`config.mk`:
```
export PLATFORM = sky130hd
export DESIGN_NAME = flash_cmd_fsm
export DESIGN_NICKNAME = d
export VERILOG_FILES = /design/src/rtl/flash_cmd_pkg.sv /design/src/rtl/flash_cmd_seq.sv /design/src/rtl/flash_countdown.sv /design/src/rtl/flash_lock_bank.sv /design/src/rtl/flash_cmd_fsm.sv
export SDC_FILE = /design/constraint.sdc
export NUM_CORES = 1
export LEC_CHECK = 0
export ABC_AREA = 0
export BUFFER_PORTS_ARGS = -buffer_cell sky130_fd_sc_hd__buf_2
export CAP_MARGIN = 10
export CORE_MARGIN = 10
export CORE_UTILIZATION = 55
export DETAILED_ROUTE_END_ITERATION = 7
export PLACE_DENSITY = 0.89
export SYNTH_ARGS = -nofsm -noshare
export SYNTH_HDL_FRONTEND = slang
export SYNTH_SLANG_ARGS = --single-unit
```
`constraint.sdc`:
```
create_clock -name clk -period 5 [get_ports clk]
set_input_delay 0.5 -clock clk [delete_from_list [all_inputs] [get_ports clk]]
set_output_delay 0.5 -clock clk [all_outputs]
set_load 0.05 [all_outputs]
```
`src/rtl/flash_cmd_pkg.sv`:
```
package flash_cmd_pkg;
  localparam logic [15:0] OP_ERASE_SETUP = 16'h0020;
  localparam logic [15:0] OP_BLANK_SETUP = 16'h00BC;
  localparam logic [15:0] OP_LOCK_SETUP  = 16'h0060;
  localparam logic [15:0] OP_CONFIRM     = 16'h00D0;
  localparam logic [15:0] OP_LOCK_CF     = 16'h0001;
  localparam logic [15:0] OP_LDOWN_CF    = 16'h002F;
  localparam logic [15:0] OP_CFG_CF      = 16'h0003;
  localparam logic [15:0] OP_PROG        = 16'h0041;
  localparam logic [15:0] OP_CLEAR       = 16'h0050;
  localparam logic [15:0] OP_RD_ARRAY    = 16'h00FF;
  localparam logic [15:0] OP_RD_STATUS   = 16'h0070;
  localparam logic [15:0] OP_RD_ID       = 16'h0090;
  localparam logic [15:0] OP_RD_QUERY    = 16'h0098;
  localparam logic [15:0] OP_SUSPEND     = 16'h00B0;

  typedef enum logic [1:0] {RM_ARRAY, RM_STATUS, RM_ID, RM_QUERY} rd_mode_e;

  typedef enum logic [3:0] {
    ACT_NONE, ACT_PROG, ACT_ERASE, ACT_BLANK, ACT_LOCK, ACT_UNLOCK,
    ACT_LDOWN, ACT_CFG, ACT_SEQERR, ACT_CLEAR, ACT_SUSPEND, ACT_RESUME
  } act_e;

  typedef enum logic [2:0] {SQ_IDLE, SQ_ERASE, SQ_BLANK, SQ_LOCK, SQ_PROG} seq_e;
endpackage

```
`src/rtl/flash_cmd_seq.sv`:
```
module flash_cmd_seq
  import flash_cmd_pkg::*;
(
  input  logic        clk,
  input  logic        rst_n,
  input  logic        cmd_fire,
  input  logic [15:0] cmd_word,
  input  logic        op_running,
  input  logic        erase_held,
  input  logic        prog_held,
  output act_e        act,
  output logic        rm_we,
  output rd_mode_e    rm_val
);
  seq_e st_q, st_nxt;
  logic any_held;

  assign any_held = erase_held | prog_held;

  always_comb begin
    act    = ACT_NONE;
    rm_we  = 1'b0;
    rm_val = RM_STATUS;
    st_nxt = st_q;
    if (cmd_fire) begin
      if (op_running) begin
        if (cmd_word == OP_SUSPEND) begin
          act   = ACT_SUSPEND;
          rm_we = 1'b1;
        end else if (cmd_word == OP_RD_STATUS) begin
          rm_we = 1'b1;
        end
      end else begin
        rm_we  = 1'b1;
        st_nxt = SQ_IDLE;
        case (st_q)
          SQ_IDLE: begin
            case (cmd_word)
              OP_ERASE_SETUP: begin
                if (any_held) act = ACT_SEQERR;
                else st_nxt = SQ_ERASE;
              end
              OP_BLANK_SETUP: begin
                if (any_held) act = ACT_SEQERR;
                else st_nxt = SQ_BLANK;
              end
              OP_LOCK_SETUP: st_nxt = SQ_LOCK;
              OP_PROG: begin
                if (prog_held) act = ACT_SEQERR;
                else st_nxt = SQ_PROG;
              end
              OP_CLEAR: begin
                act   = ACT_CLEAR;
                rm_we = 1'b0;
              end
              OP_RD_ARRAY:  rm_val = RM_ARRAY;
              OP_RD_STATUS: rm_val = RM_STATUS;
              OP_RD_ID:     rm_val = RM_ID;
              OP_RD_QUERY:  rm_val = RM_QUERY;
              OP_SUSPEND:   rm_we  = 1'b0;
              OP_CONFIRM: begin
                if (any_held) act = ACT_RESUME;
                else rm_we = 1'b0;
              end
              default: act = ACT_SEQERR;
            endcase
          end
          SQ_ERASE: act = (cmd_word == OP_CONFIRM) ? ACT_ERASE : ACT_SEQERR;
          SQ_BLANK: act = (cmd_word == OP_CONFIRM) ? ACT_BLANK : ACT_SEQERR;
          SQ_LOCK: begin
            rm_val = RM_ARRAY;
            case (cmd_word)
              OP_LOCK_CF:  act = ACT_LOCK;
              OP_CONFIRM:  act = ACT_UNLOCK;
              OP_LDOWN_CF: act = ACT_LDOWN;
              OP_CFG_CF:   act = ACT_CFG;
              default: begin
                act    = ACT_SEQERR;
                rm_val = RM_STATUS;
              end
            endcase
          end
          SQ_PROG: act = ACT_PROG;
          default: act = ACT_NONE;
        endcase
      end
    end
  end

  always_ff @(posedge clk) begin
    if (!rst_n) st_q <= SQ_IDLE;
    else        st_q <= st_nxt;
  end
endmodule

```
`src/rtl/flash_countdown.sv`:
```
module flash_countdown #(
  parameter int CNT_W = 4
) (
  input  logic             clk,
  input  logic             rst_n,
  input  logic             load,
  input  logic [CNT_W-1:0] load_val,
  input  logic             en,
  input  logic             kill,
  output logic             done
);
  logic [CNT_W-1:0] cnt_q;

  assign done = en && (cnt_q == CNT_W'(1));

  always_ff @(posedge clk) begin
    if (!rst_n)                     cnt_q <= '0;
    else if (load)                  cnt_q <= load_val;
    else if (kill)                  cnt_q <= '0;
    else if (en && cnt_q != '0)     cnt_q <= cnt_q - CNT_W'(1);
  end
endmodule

```
`src/rtl/flash_lock_bank.sv`:
```
module flash_lock_bank #(
  parameter int NUM_BLK = 8,
  parameter int BLK_W   = 3
) (
  input  logic               clk,
  input  logic               rst_n,
  input  logic [BLK_W-1:0]   cmd_blk,
  input  logic               do_lock,
  input  logic               do_unlock,
  input  logic               do_ldown,
  input  logic               wp_n,
  input  logic [BLK_W-1:0]   mark_blk,
  input  logic               mark_dirty,
  input  logic [BLK_W-1:0]   clr_blk,
  input  logic               clr_dirty,
  output logic [NUM_BLK-1:0] locked,
  output logic [NUM_BLK-1:0] dirty
);
  for (genvar g = 0; g < NUM_BLK; g++) begin : g_blk
    logic lk_q, dn_q, dt_q, hit;
    assign hit       = (cmd_blk == BLK_W'(g));
    assign locked[g] = lk_q;
    assign dirty[g]  = dt_q;

    always_ff @(posedge clk) begin
      if (!rst_n) begin
        lk_q <= 1'b1;
        dn_q <= 1'b0;
        dt_q <= 1'b0;
      end else begin
        if (hit && (do_lock || do_ldown))
          lk_q <= 1'b1;
        else if (hit && do_unlock && !(dn_q && !wp_n))
          lk_q <= 1'b0;
        if (hit && do_ldown)
          dn_q <= 1'b1;
        if (mark_dirty && mark_blk == BLK_W'(g))
          dt_q <= 1'b1;
        else if (clr_dirty && clr_blk == BLK_W'(g))
          dt_q <= 1'b0;
      end
    end
  end
endmodule

```
`src/rtl/flash_cmd_fsm.sv`:
```
module flash_cmd_fsm
  import flash_cmd_pkg::*;
#(
  parameter int          ADDR_W    = 16,
  parameter int          CFG_W     = 16,
  parameter int          NUM_BLK   = 8,
  parameter int          PROG_CYC  = 4,
  parameter int          ERASE_CYC = 12,
  parameter int          BLANK_CYC = 6,
  parameter logic [15:0] CFG_RESET = 16'hFFFF
) (
  input  logic              clk,
  input  logic              rst_n,
  input  logic              cmd_valid,
  output logic              cmd_ready,
  input  logic [15:0]       cmd_data,
  input  logic [ADDR_W-1:0] cmd_addr,
  input  logic              vpp_ok,
  input  logic              wp_n,
  output logic [15:0]       status,
  output logic [1:0]        read_mode,
  output logic [CFG_W-1:0]  cfg_reg
);
  localparam int BLK_W   = (NUM_BLK > 1) ? $clog2(NUM_BLK) : 1;
  localparam int MAX_A   = (PROG_CYC > BLANK_CYC) ? PROG_CYC : BLANK_CYC;
  localparam int MAX_CYC = (ERASE_CYC > MAX_A) ? ERASE_CYC : MAX_A;
  localparam int CNT_W   = $clog2(MAX_CYC + 1);

  act_e             act;
  logic             rm_we;
  rd_mode_e         rm_val, rm_q;
  logic [BLK_W-1:0] blk, prog_blk_q, long_blk_q;
  logic [NUM_BLK-1:0] locked, dirty;
  logic prog_act_q, prog_susp_q, long_act_q, long_susp_q, long_blank_q;
  logic e1_q, e3_q, e4_q, e5_q;
  logic prog_run, long_run, running;
  logic alter, alter_ok, start_prog, start_erase, start_blank;
  logic abort_prog, abort_long, done_p, done_l, prog_done, long_done;
  logic [CFG_W-1:0] cfg_q;

  assign cmd_ready = 1'b1;
  assign blk       = cmd_addr[ADDR_W-1 -: BLK_W];

  assign prog_run = prog_act_q & ~prog_susp_q;
  assign long_run = long_act_q & ~long_susp_q;
  assign running  = prog_run | long_run;

  flash_cmd_seq u_seq (
    .clk        (clk),
    .rst_n      (rst_n),
    .cmd_fire   (cmd_valid),
    .cmd_word   (cmd_data),
    .op_running (running),
    .erase_held (long_susp_q),
    .prog_held  (prog_susp_q),
    .act        (act),
    .rm_we      (rm_we),
    .rm_val     (rm_val)
  );

  assign alter       = (act == ACT_PROG) || (act == ACT_ERASE);
  assign alter_ok    = !locked[blk] && vpp_ok;
  assign start_prog  = (act == ACT_PROG)  && alter_ok;
  assign start_erase = (act == ACT_ERASE) && alter_ok;
  assign start_blank = (act == ACT_BLANK);
  assign abort_prog  = prog_run && !vpp_ok;
  assign abort_long  = long_run && !long_blank_q && !vpp_ok;
  assign prog_done   = done_p && !abort_prog;
  assign long_done   = done_l && !abort_long;

  flash_countdown #(.CNT_W(CNT_W)) u_prog_tmr (
    .clk      (clk),
    .rst_n    (rst_n),
    .load     (start_prog),
    .load_val (CNT_W'(PROG_CYC)),
    .en       (prog_run),
    .kill     (abort_prog),
    .done     (done_p)
  );

  flash_countdown #(.CNT_W(CNT_W)) u_long_tmr (
    .clk      (clk),
    .rst_n    (rst_n),
    .load     (start_erase | start_blank),
    .load_val (start_blank ? CNT_W'(BLANK_CYC) : CNT_W'(ERASE_CYC)),
    .en       (long_run),
    .kill     (abort_long),
    .done     (done_l)
  );

  flash_lock_bank #(.NUM_BLK(NUM_BLK), .BLK_W(BLK_W)) u_locks (
    .clk        (clk),
    .rst_n      (rst_n),
    .cmd_blk    (blk),
    .do_lock    (act == ACT_LOCK),
    .do_unlock  (act == ACT_UNLOCK),
    .do_ldown   (act == ACT_LDOWN),
    .wp_n       (wp_n),
    .mark_blk   (prog_blk_q),
    .mark_dirty (prog_done),
    .clr_blk    (long_blk_q),
    .clr_dirty  (long_done && !long_blank_q),
    .locked     (locked),
    .dirty      (dirty)
  );

  // operation tracking: one program slot and one erase/blank slot
  always_ff @(posedge clk) begin
    if (!rst_n) begin
      prog_act_q   <= 1'b0;
      prog_susp_q  <= 1'b0;
      long_act_q   <= 1'b0;
      long_susp_q  <= 1'b0;
      long_blank_q <= 1'b0;
      prog_blk_q   <= '0;
      long_blk_q   <= '0;
    end else begin
      if (start_prog) begin
        prog_act_q <= 1'b1;
        prog_blk_q <= blk;
      end else if (prog_done || abort_prog) begin
        prog_act_q <= 1'b0;
      end
      if (act == ACT_SUSPEND && prog_run)
        prog_susp_q <= 1'b1;
      else if (act == ACT_RESUME && prog_susp_q)
        prog_susp_q <= 1'b0;

      if (start_erase || start_blank) begin
        long_act_q   <= 1'b1;
        long_blank_q <= start_blank;
        long_blk_q   <= blk;
      end else if (long_done || abort_long) begin
        long_act_q <= 1'b0;
      end
      if (act == ACT_SUSPEND && !prog_run && long_run && !long_blank_q)
        long_susp_q <= 1'b1;
      else if (act == ACT_RESUME && !prog_susp_q && !prog_act_q && long_susp_q)
        long_susp_q <= 1'b0;
    end
  end

  // sticky error bits
  always_ff @(posedge clk) begin
    if (!rst_n) begin
      e1_q <= 1'b0;
      e3_q <= 1'b0;
      e4_q <= 1'b0;
      e5_q <= 1'b0;
    end else if (act == ACT_CLEAR) begin
      e1_q <= 1'b0;
      e3_q <= 1'b0;
      e4_q <= 1'b0;
      e5_q <= 1'b0;
    end else begin
      if (alter && locked[blk])                         e1_q <= 1'b1;
      if ((alter && !vpp_ok) || abort_prog || abort_long) e3_q <= 1'b1;
      if (act == ACT_SEQERR) begin
        e4_q <= 1'b1;
        e5_q <= 1'b1;
      end
      if (long_done && long_blank_q && dirty[long_blk_q]) e5_q <= 1'b1;
    end
  end

  always_ff @(posedge clk) begin
    if (!rst_n) begin
      rm_q  <= RM_ARRAY;
      cfg_q <= CFG_RESET[CFG_W-1:0];
    end else begin
      if (rm_we)           rm_q  <= rm_val;
      if (act == ACT_CFG)  cfg_q <= cmd_addr[CFG_W-1:0];
    end
  end

  assign status    = {8'h00, ~running, long_susp_q, e5_q, e4_q, e3_q,
                      prog_susp_q, e1_q, 1'b0};
  assign read_mode = rm_q;
  assign cfg_reg   = cfg_q;
endmodule

```
==> results of run 1 <==
==> worst min-delay path by stage <==
stage / startpoint / endpoint / slack [ns] / depth (start not counted)
after floorplan: u_locks.g_blk[1].dn_q / u_locks.g_blk[1].dn_q / 0.43 / 1
final: cmd_addr[4] / cfg_reg[4] / 0.35 / 3
after global routing: cmd_addr[10] / cfg_reg[10] / 0.36 / 3
after detailed placement: cfg_reg[7] / cfg_reg[7] / 0.45 / 2
after CTS: cmd_addr[4] / cfg_reg[4] / 0.35 / 3
after global placement: u_locks.g_blk[2].dn_q / u_locks.g_blk[2].dn_q / 0.44 / 1
==> cell type report <==
class	instances	area share
clock buffers	9	0.0274
clock inverters	7	0.0219
inverters	11	0.00914
multi-input cells	349	0.545
flip-flops and latches	68	0.301
well taps	99	0.0274
repair buffers	61	0.0676
==> placed cells by master, fill, tap and decap left out, types with 4 or more instances in the layout <==
cell type / Yosys / layout
sky130_fd_sc_hd__a21boi_0: 13 / 13
sky130_fd_sc_hd__a21oi_1: 9 / 9
sky130_fd_sc_hd__and4_1: 4 / 4
sky130_fd_sc_hd__buf_2: 4 / 61
sky130_fd_sc_hd__clkbuf_8: 0 / 9
sky130_fd_sc_hd__conb_1: 2 / 10
sky130_fd_sc_hd__dfxtp_1: 68 / 68
sky130_fd_sc_hd__ha_1: 5 / 5
sky130_fd_sc_hd__inv_1: 11 / 11
sky130_fd_sc_hd__mux2i_1: 24 / 24
sky130_fd_sc_hd__mux4_2: 4 / 4
sky130_fd_sc_hd__nand2_1: 49 / 49
sky130_fd_sc_hd__nand2b_1: 10 / 10
sky130_fd_sc_hd__nand3_1: 14 / 14
sky130_fd_sc_hd__nand4_1: 8 / 8
sky130_fd_sc_hd__nor2_1: 19 / 19
sky130_fd_sc_hd__nor2b_1: 22 / 22
sky130_fd_sc_hd__nor3_1: 19 / 19
sky130_fd_sc_hd__nor4_1: 6 / 6
sky130_fd_sc_hd__o211ai_1: 9 / 9
sky130_fd_sc_hd__o21a_1: 10 / 10
sky130_fd_sc_hd__o21ai_0: 16 / 16
sky130_fd_sc_hd__o31ai_1: 11 / 11
sky130_fd_sc_hd__xnor2_1: 6 / 6
==> metal layers <==
layer	up-vias	routed length, um	share of wire
li1	1756	-	-
met1	1737	4410	0.43
met2	147	4830	0.47
met3	21	717	0.070
met4	0	228	0.022
met5	-	0	0
==> worst max-delay path: cells and delay by family <==
family / cells / cell delay [ns]
AO/OA/AOI/OAI: 3 / 1.24
AND/OR/NAND/NOR: 3 / 1.17
multiplexers: 1 / 0.28
buffers and inverters: 1 / 0.10
==> power by group through the flow <==
stage	logic (mW)	clock network, mW	registers [mW]
final	0.0990	0.508	0.544
after global routing	0.107	0.534	0.544
after global placement	0.0944	0	0.556
after CTS	0.0978	0.511	0.544
after detailed placement	0.0974	0	0.557
after floorplan	0.0744	0	0.558
==> through the flow <==
| stage | setup WS (ns) | power (mW) |
|---|---|---|
| after floorplan | 2.36 | 0.633 |
| after global placement | 1.85 | 0.651 |
| final | 1.98 | 1.15 |
| after global routing | 1.72 | 1.18 |
| after CTS | 2.03 | 1.15 |
| after detailed placement | 1.69 | 0.654 |
==> kinds of logic (layout without fill, tap and decap cells) <==
kind of cell | after synthesis | after routing | synth area share
AO/OA/AOI/OAI | 110 | 110 | 0.215
flip-flops | 68 | 68 | 0.332
AND/OR/NAND/NOR | 188 | 188 | 0.264
other | 2 | 10 | 0.00183
multiplexers | 28 | 28 | 0.0806
buffers and inverters | 57 | 88 | 0.0739
adder cells (fa/ha/maj) | 5 | 5 | 0.0153
XOR/XNOR | 8 | 8 | 0.0171
==> key figures, run 1 <==
Global routing
  – Aggregate global-route resource usage: 0.178
  – Antenna violations before repair: 0
  – Wire length of the first global-routing pass: approximately 17000 um
  – Total congestion overflow: 0
  – Met3 demand-to-capacity share in global routing: 0.0501
  – Met1 Track Usage GR: 0.211
  – Maximum number of pins on one net before global-route repair: 72
  – Met2 Use GR: 0.295
  – Layer carrying the most global-route usage: met2
  – Vias in the first global route: ~3700

Final layout
  – Design area: roughly 4500 sq um
  – Fill count: about 620
  – Final Non-Filler Cells: 604
  – Number of nets at the end of the flow: approximately 540
  – End-of-flow core utilization: 0.623
  – Antenna Cells: 0
  – Max reg flops: 16
  – Area added between synthesis and finish: 10.3%
  – Area occupied by multi-input gates: about 2500 sq um
  – Reg area: roughly 1400 sq um
  – Fraction of final layout cells sized beyond drive strength 1: 0.220

CTS
  – Number of buffers added for setup after CTS: 0
  – CTS Hold Buffers Added: 0
  – Maximum clock insertion buffer count: 2
  – Clock edge transition at the registers on the reported setup and hold paths: 0.08 ns
  – Post-CTS resize count: 0
  – H-tree lvl count: 3
  – CTS buffer count: 9
  – TritonCTS clock tree: built
  – Skew-Pair Late Insertion Delay: about 0.35 ns
  – Root buffer selected by CTS: sky130_fd_sc_hd__clkbuf_8
  – Total number of clock tree sinks: 68

Setup path
  – Reg2reg path depth: 6
  – Worst Setup End Kind: register
  – Critical path data required time: 5.28 ns
  – Register-to-Register Setup Slack: ~2 ns
  – Critical register-to-register path startpoint: prog_susp_q
  – Max FO, Critical Path: 13
  – Arr. time, crit path: between 3 and 4 ns
  – Worst setup path end: prog_blk_q[1]
  – Largest stage delay on the critical path: 0.65 ns
  – Reg2reg end: prog_blk_q[1]
  – Ordered list of cells on the worst path: buf_2 > nor4_1 > and4_1 > a32oi_1 > o21ai_2 > nand2_2 > a211oi_2 > mux2i_1
  – Cell with the largest stage delay on the worst path: sky130_fd_sc_hd__a211oi_2
  – Worst Setup SP: cmd_data[9]
  – Setup Crit Path Kind: input pin to register
  – Startpoint kind of the worst setup timing path: input pin

Place
  – Dpl hpwl: around 7300 um
  – Final GP Congestion: roughly 0.95
  – Post-Place Cell Area: 4290 sq um
  – Placed cells: around 590
  – Number of port buffers: between 60 and 70

Logic synthesis
  – Sequential share of the synthesized area: 0.332
  – Dominant cell type by area after synthesis: sky130_fd_sc_hd__dfxtp_1
  – FFs w/ async S/R, synth: 0
  – Leading cell type by number of instances after synthesis: sky130_fd_sc_hd__dfxtp_1
  – Synth unique cells: 80
  – Avg Cell Area, Syn: around 8.8 sq um
  – Area share of the largest cell type after synthesis: 0.332
  – Area of the mapped netlist: 4100 sq um
  – Count of warnings emitted by yosys: 0
  – Post-synth EDFFs: 0
  – Top flip-flop cell by instance count after synthesis: sky130_fd_sc_hd__dfxtp_1
  – Post-Syn Instances: approximately 470
  – Synth top cells by count: 68 x sky130_fd_sc_hd__dfxtp_1, 49 x sky130_fd_sc_hd__nand2_1, 24 x sky130_fd_sc_hd__mux2i_1
  – Synthesized flop and latch total: 68
  – Largest cells by area after synthesis: sky130_fd_sc_hd__dfxtp_1 33%, sky130_fd_sc_hd__mux2i_1 5.9%, sky130_fd_sc_hd__nand2_1 4.5%

Power
  – Combinational fraction of design power: 0.086
  – Fraction of power spent switching nets: 0.258
  – Switching Power: roughly 0.30 mW
  – Power per Cell Area: 255 nW/um^2
  – Flop pwr share: 0.473
  – Clock share of power: 0.441
  – Int Pwr: roughly 0.85 mW
  – Static leakage power: 1.69 nW
  – Worst IR drop on VDD: just under 0.2 mV

Floorplanning
  – I/O pin count: slightly above 70
  – Die W: approximately 110 um
  – Initial Utilization: 0.565
  – Floorplan die height: approximately 110 um
  – Core outline area: ~7300 sq um
  – Std-Cell Rows: 31
  – Overall die area: around 11000 sq um

Drt
  – First DRT Iteration DRCs: 273
  – Routed Wire Length: 10200 um
  – Antenna Violating Nets Remaining: 0
  – First drt pass iteration count: 5
  – Vias per cell: slightly above 6
  – Number of remaining DRC errors: 0
  – Vias: roughly 3700
  – WL/cell: 16.9 um

Timing
  – Clock skew: 0.0130 ns
  – Remaining max-slew budget at the tightest pin: 0.248
  – Max-slew violations: 0
  – Post-route fraction of the period consumed by the critical path: 0.604
  – Actual transition at the worst max-transition pin: 1.13 ns
  – Total of endpoints with negative setup slack in the final report: 0
  – Fin Hold WS: about 0.35 ns
  – Shortest clock period the worst path allows after layout: 3.02 ns
  – Highest achievable clock rate: around 330 MHz
  – Setup repair after global routing missed its margin: no
  – Summed negative setup slack over all endpoints: 0 ns
  – Final hold violations: 0

Min path
  – Hold Path Class: input pin to register

Run
  – Max-Cap Viols: 0

Status
  – Outcome: finished, final reports clean
(Power assumes the default switching activity.)
==> run 2: changes to the inputs <==
Clock period 5 ns to 2.9 ns, I/O delays scaled along.
==> key figures, run 2 (synthesis results as in run 1) <==
Setup path
  – Critical path data required time: 3.18 ns (-2.10 ns)
  – Startpoint kind of the worst setup timing path: register
  – Max FO, Critical Path: 13 (unchanged)
  – Reg2reg path depth: 6 (unchanged)
  – Reg2reg end: prog_blk_q[1]
  – Worst Setup End Kind: register
  – Arr. time, crit path: 2.85 ns (-0.45 ns)
  – Register-to-Register Setup Slack: 0.32 ns (-1.68 ns)
  – Critical register-to-register path startpoint: prog_susp_q
  – Setup Crit Path Kind: register to register

Timing
  – Summed negative setup slack over all endpoints: 0 ns (unchanged)
  – Fin Hold WS: 0.157 ns (-0.197 ns)
  – Final hold violations: 0 (unchanged)
  – Remaining max-slew budget at the tightest pin: 0.490 (+0.243)
  – Highest achievable clock rate: 388 MHz
  – Shortest clock period the worst path allows after layout: about 2.6 ns
  – Clock skew: 0.00922 ns (-0.00382 ns)
  – Setup repair after global routing missed its margin: no
  – Max-slew violations: 0 (unchanged)
  – Post-route fraction of the period consumed by the critical path: 0.889
  – Actual transition at the worst max-transition pin: 0.765 ns (-0.364 ns)
  – Total of endpoints with negative setup slack in the final report: 0 (unchanged)

Status
  – Outcome: finished, final reports clean

Power
  – Int Pwr: 1.41 mW (+65%)
  – Static leakage power: 1.74 nW (+2.8%)
  – Fraction of power spent switching nets: 0.259 (+0.00169)
  – Clock share of power: 0.415 (-0.026)
  – Total design power: 1.90 mW (+65%)
  – Combinational fraction of design power: 0.091 (+0.005)
  – Power per Cell Area: 414 nW/um^2 (+62%)
  – Flop pwr share: 0.494 (+0.021)
  – Switching Power: 0.492 mW (+66%)
  – Worst IR drop on VDD: 0.366 mV (+89%)

Min path
  – Hold Path Class: input pin to register
  – Min-delay src: cmd_addr[8]
  – Depth of the worst hold-timing path: 3 (unchanged)
  – Worst Hold End: cfg_reg[8]

CTS
  – Post-CTS resize count: 0 (unchanged)
  – Total number of clock tree sinks: 68 (unchanged)
  – CTS Hold Buffers Added: 0 (unchanged)
  – CTS buffer count: 9 (unchanged)
  – TritonCTS clock tree: built
  – Skew-Pair Late Insertion Delay: 0.34 ns (about the same)
  – H-tree lvl count: 3 (unchanged)
  – Root buffer selected by CTS: sky130_fd_sc_hd__clkbuf_8
  – Number of buffers added for setup after CTS: 0 (unchanged)
  – Maximum clock insertion buffer count: 2 (unchanged)
  – Clock edge transition at the registers on the reported setup and hold paths: 0.08 ns (about the same)

Place
  – Post-Place Cell Area: 4380 sq um (+2.1%)
  – Number of port buffers: 61 (unchanged)
  – Dpl hpwl: 7740 um (+6.0%)
  – Final GP Congestion: 0.913 (-3.6%)

Final layout
  – Antenna Cells: 0 (unchanged)
  – Top library cells by usage in the layout, fill and taps aside: 68 x sky130_fd_sc_hd__dfxtp_1, 61 x sky130_fd_sc_hd__buf_2, 49 x sky130_fd_sc_hd__nand2_1
  – Fraction of final layout cells sized beyond drive strength 1: 0.238 (+0.0181)
  – Design area: 4590 sq um (+1.5%)
  – Area added between synthesis and finish: 11.9%
  – Max reg flops: 16 (unchanged)
  – Most common library cell in the layout ignoring fill and taps: sky130_fd_sc_hd__dfxtp_1
  – Number of nets at the end of the flow: 554 (+2.2%)
  – Fill count: 596 (-4.5%)

Drt
  – Routed Wire Length: 10300 um (+0.97%)
  – First drt pass iteration count: 4 (-1)
  – WL/cell: 16.7 um (-0.99%)
  – First DRT Iteration DRCs: 322 (+18%)
  – Vias per cell: 6.06 (-0.10%)
  – Antenna Violating Nets Remaining: 0 (unchanged)
  – Number of remaining DRC errors: 0 (unchanged)
  – Vias: 3730 (+1.9%)

Floorplanning
  – I/O pin count: 72 (unchanged)
  – Initial Utilization: 0.565 (unchanged)
  – Floorplan die height: 106 um (unchanged)
  – Die W: 106 um (unchanged)
  – Std-Cell Rows: 31 (unchanged)
  – Overall die area: 11300 sq um (unchanged)
  – Core outline area: 7250 sq um (unchanged)

Global routing
  – Wire length of the first global-routing pass: 17400 um (+2.0%)
  – Antenna violations before repair: 0 (unchanged)
  – Total congestion overflow: 0 (unchanged)
  – Aggregate global-route resource usage: 0.180 (+0.00212)
  – Maximum number of pins on one net before global-route repair: 48 (-33%)
  – Vias in the first global route: 3703 (-1.1%)

Run
  – Max-Cap Viols: 0 (unchanged)
-- run 2: final cells by class --
| type | instances | area (sq um) | share of cell area |
|---|---|---|---|
| clock buffers | 10 | 138 | 0.0300 |
| clock inverters | 6 | 63.8 | 0.0139 |
| inverters | 11 | 41.3 | 0.00900 |
| multi-input cells | 349 | 2460 | 0.537 |
| flip-flops and latches | 68 | 1360 | 0.297 |
| well taps | 99 | 124 | 0.0270 |
| repair buffers | 73 | 395 | 0.0862 |
-- run 2: worst max-delay path, stage by stage (launching register included) --
cell	delay, ns
sky130_fd_sc_hd__dfxtp_1	0.45
sky130_fd_sc_hd__nand2b_1	0.27
sky130_fd_sc_hd__nand4b_1	0.24
sky130_fd_sc_hd__o21ai_2	0.53
sky130_fd_sc_hd__nand2_2	0.18
sky130_fd_sc_hd__a211oi_2	0.59
sky130_fd_sc_hd__mux2i_1	0.24
-- run 2: how the worst max path moves through the flow --
stage,endpoint,depth (start not counted),slack [ns],startpoint
3_5_place_dp,prog_blk_q[1],8,0.01,cmd_data[13]
5_1_grt,prog_blk_q[2],6,0.11,prog_susp_q
3_3_place_gp,prog_blk_q[1],8,0.12,cmd_data[13]
4_1_cts,prog_blk_q[1],6,0.35,prog_susp_q
6_report,prog_blk_q[1],6,0.32,prog_susp_q
2_1_floorplan,long_susp_q,9,0.47,cmd_data[0]
-- run 2: per-layer routing --
metal	part of all wire	vias to the layer above	routed length, um	GRT usage
li1	-	1791	-	-
met1	0.42	1771	4340	0.218
met2	0.48	152	4980	0.302
met3	0.080	16	823	0.0513
met4	0.013	0	138	0.0600
met5	0	-	0	0
-- run 2: stage by stage --
stage	util	cells	setup WS [ns]
global route	0.632	616	0.109
finish	0.632	616	0.322
global placement	0.604	600	0.120
detailed placement	0.604	600	0.0117
CTS	0.632	616	0.349
floorplan	-	474	0.471
-- run 2: power groups by stage --
stage / Combinational, mW / Clock [mW] / Sequential (mW)
after CTS: 0.170 / 0.795 / 0.938
after detailed placement: 0.169 / 0 / 0.960
after floorplan: 0.128 / 0 / 0.962
final: 0.172 / 0.787 / 0.938
after global placement: 0.167 / 0 / 0.960
after global routing: 0.186 / 0.835 / 0.938
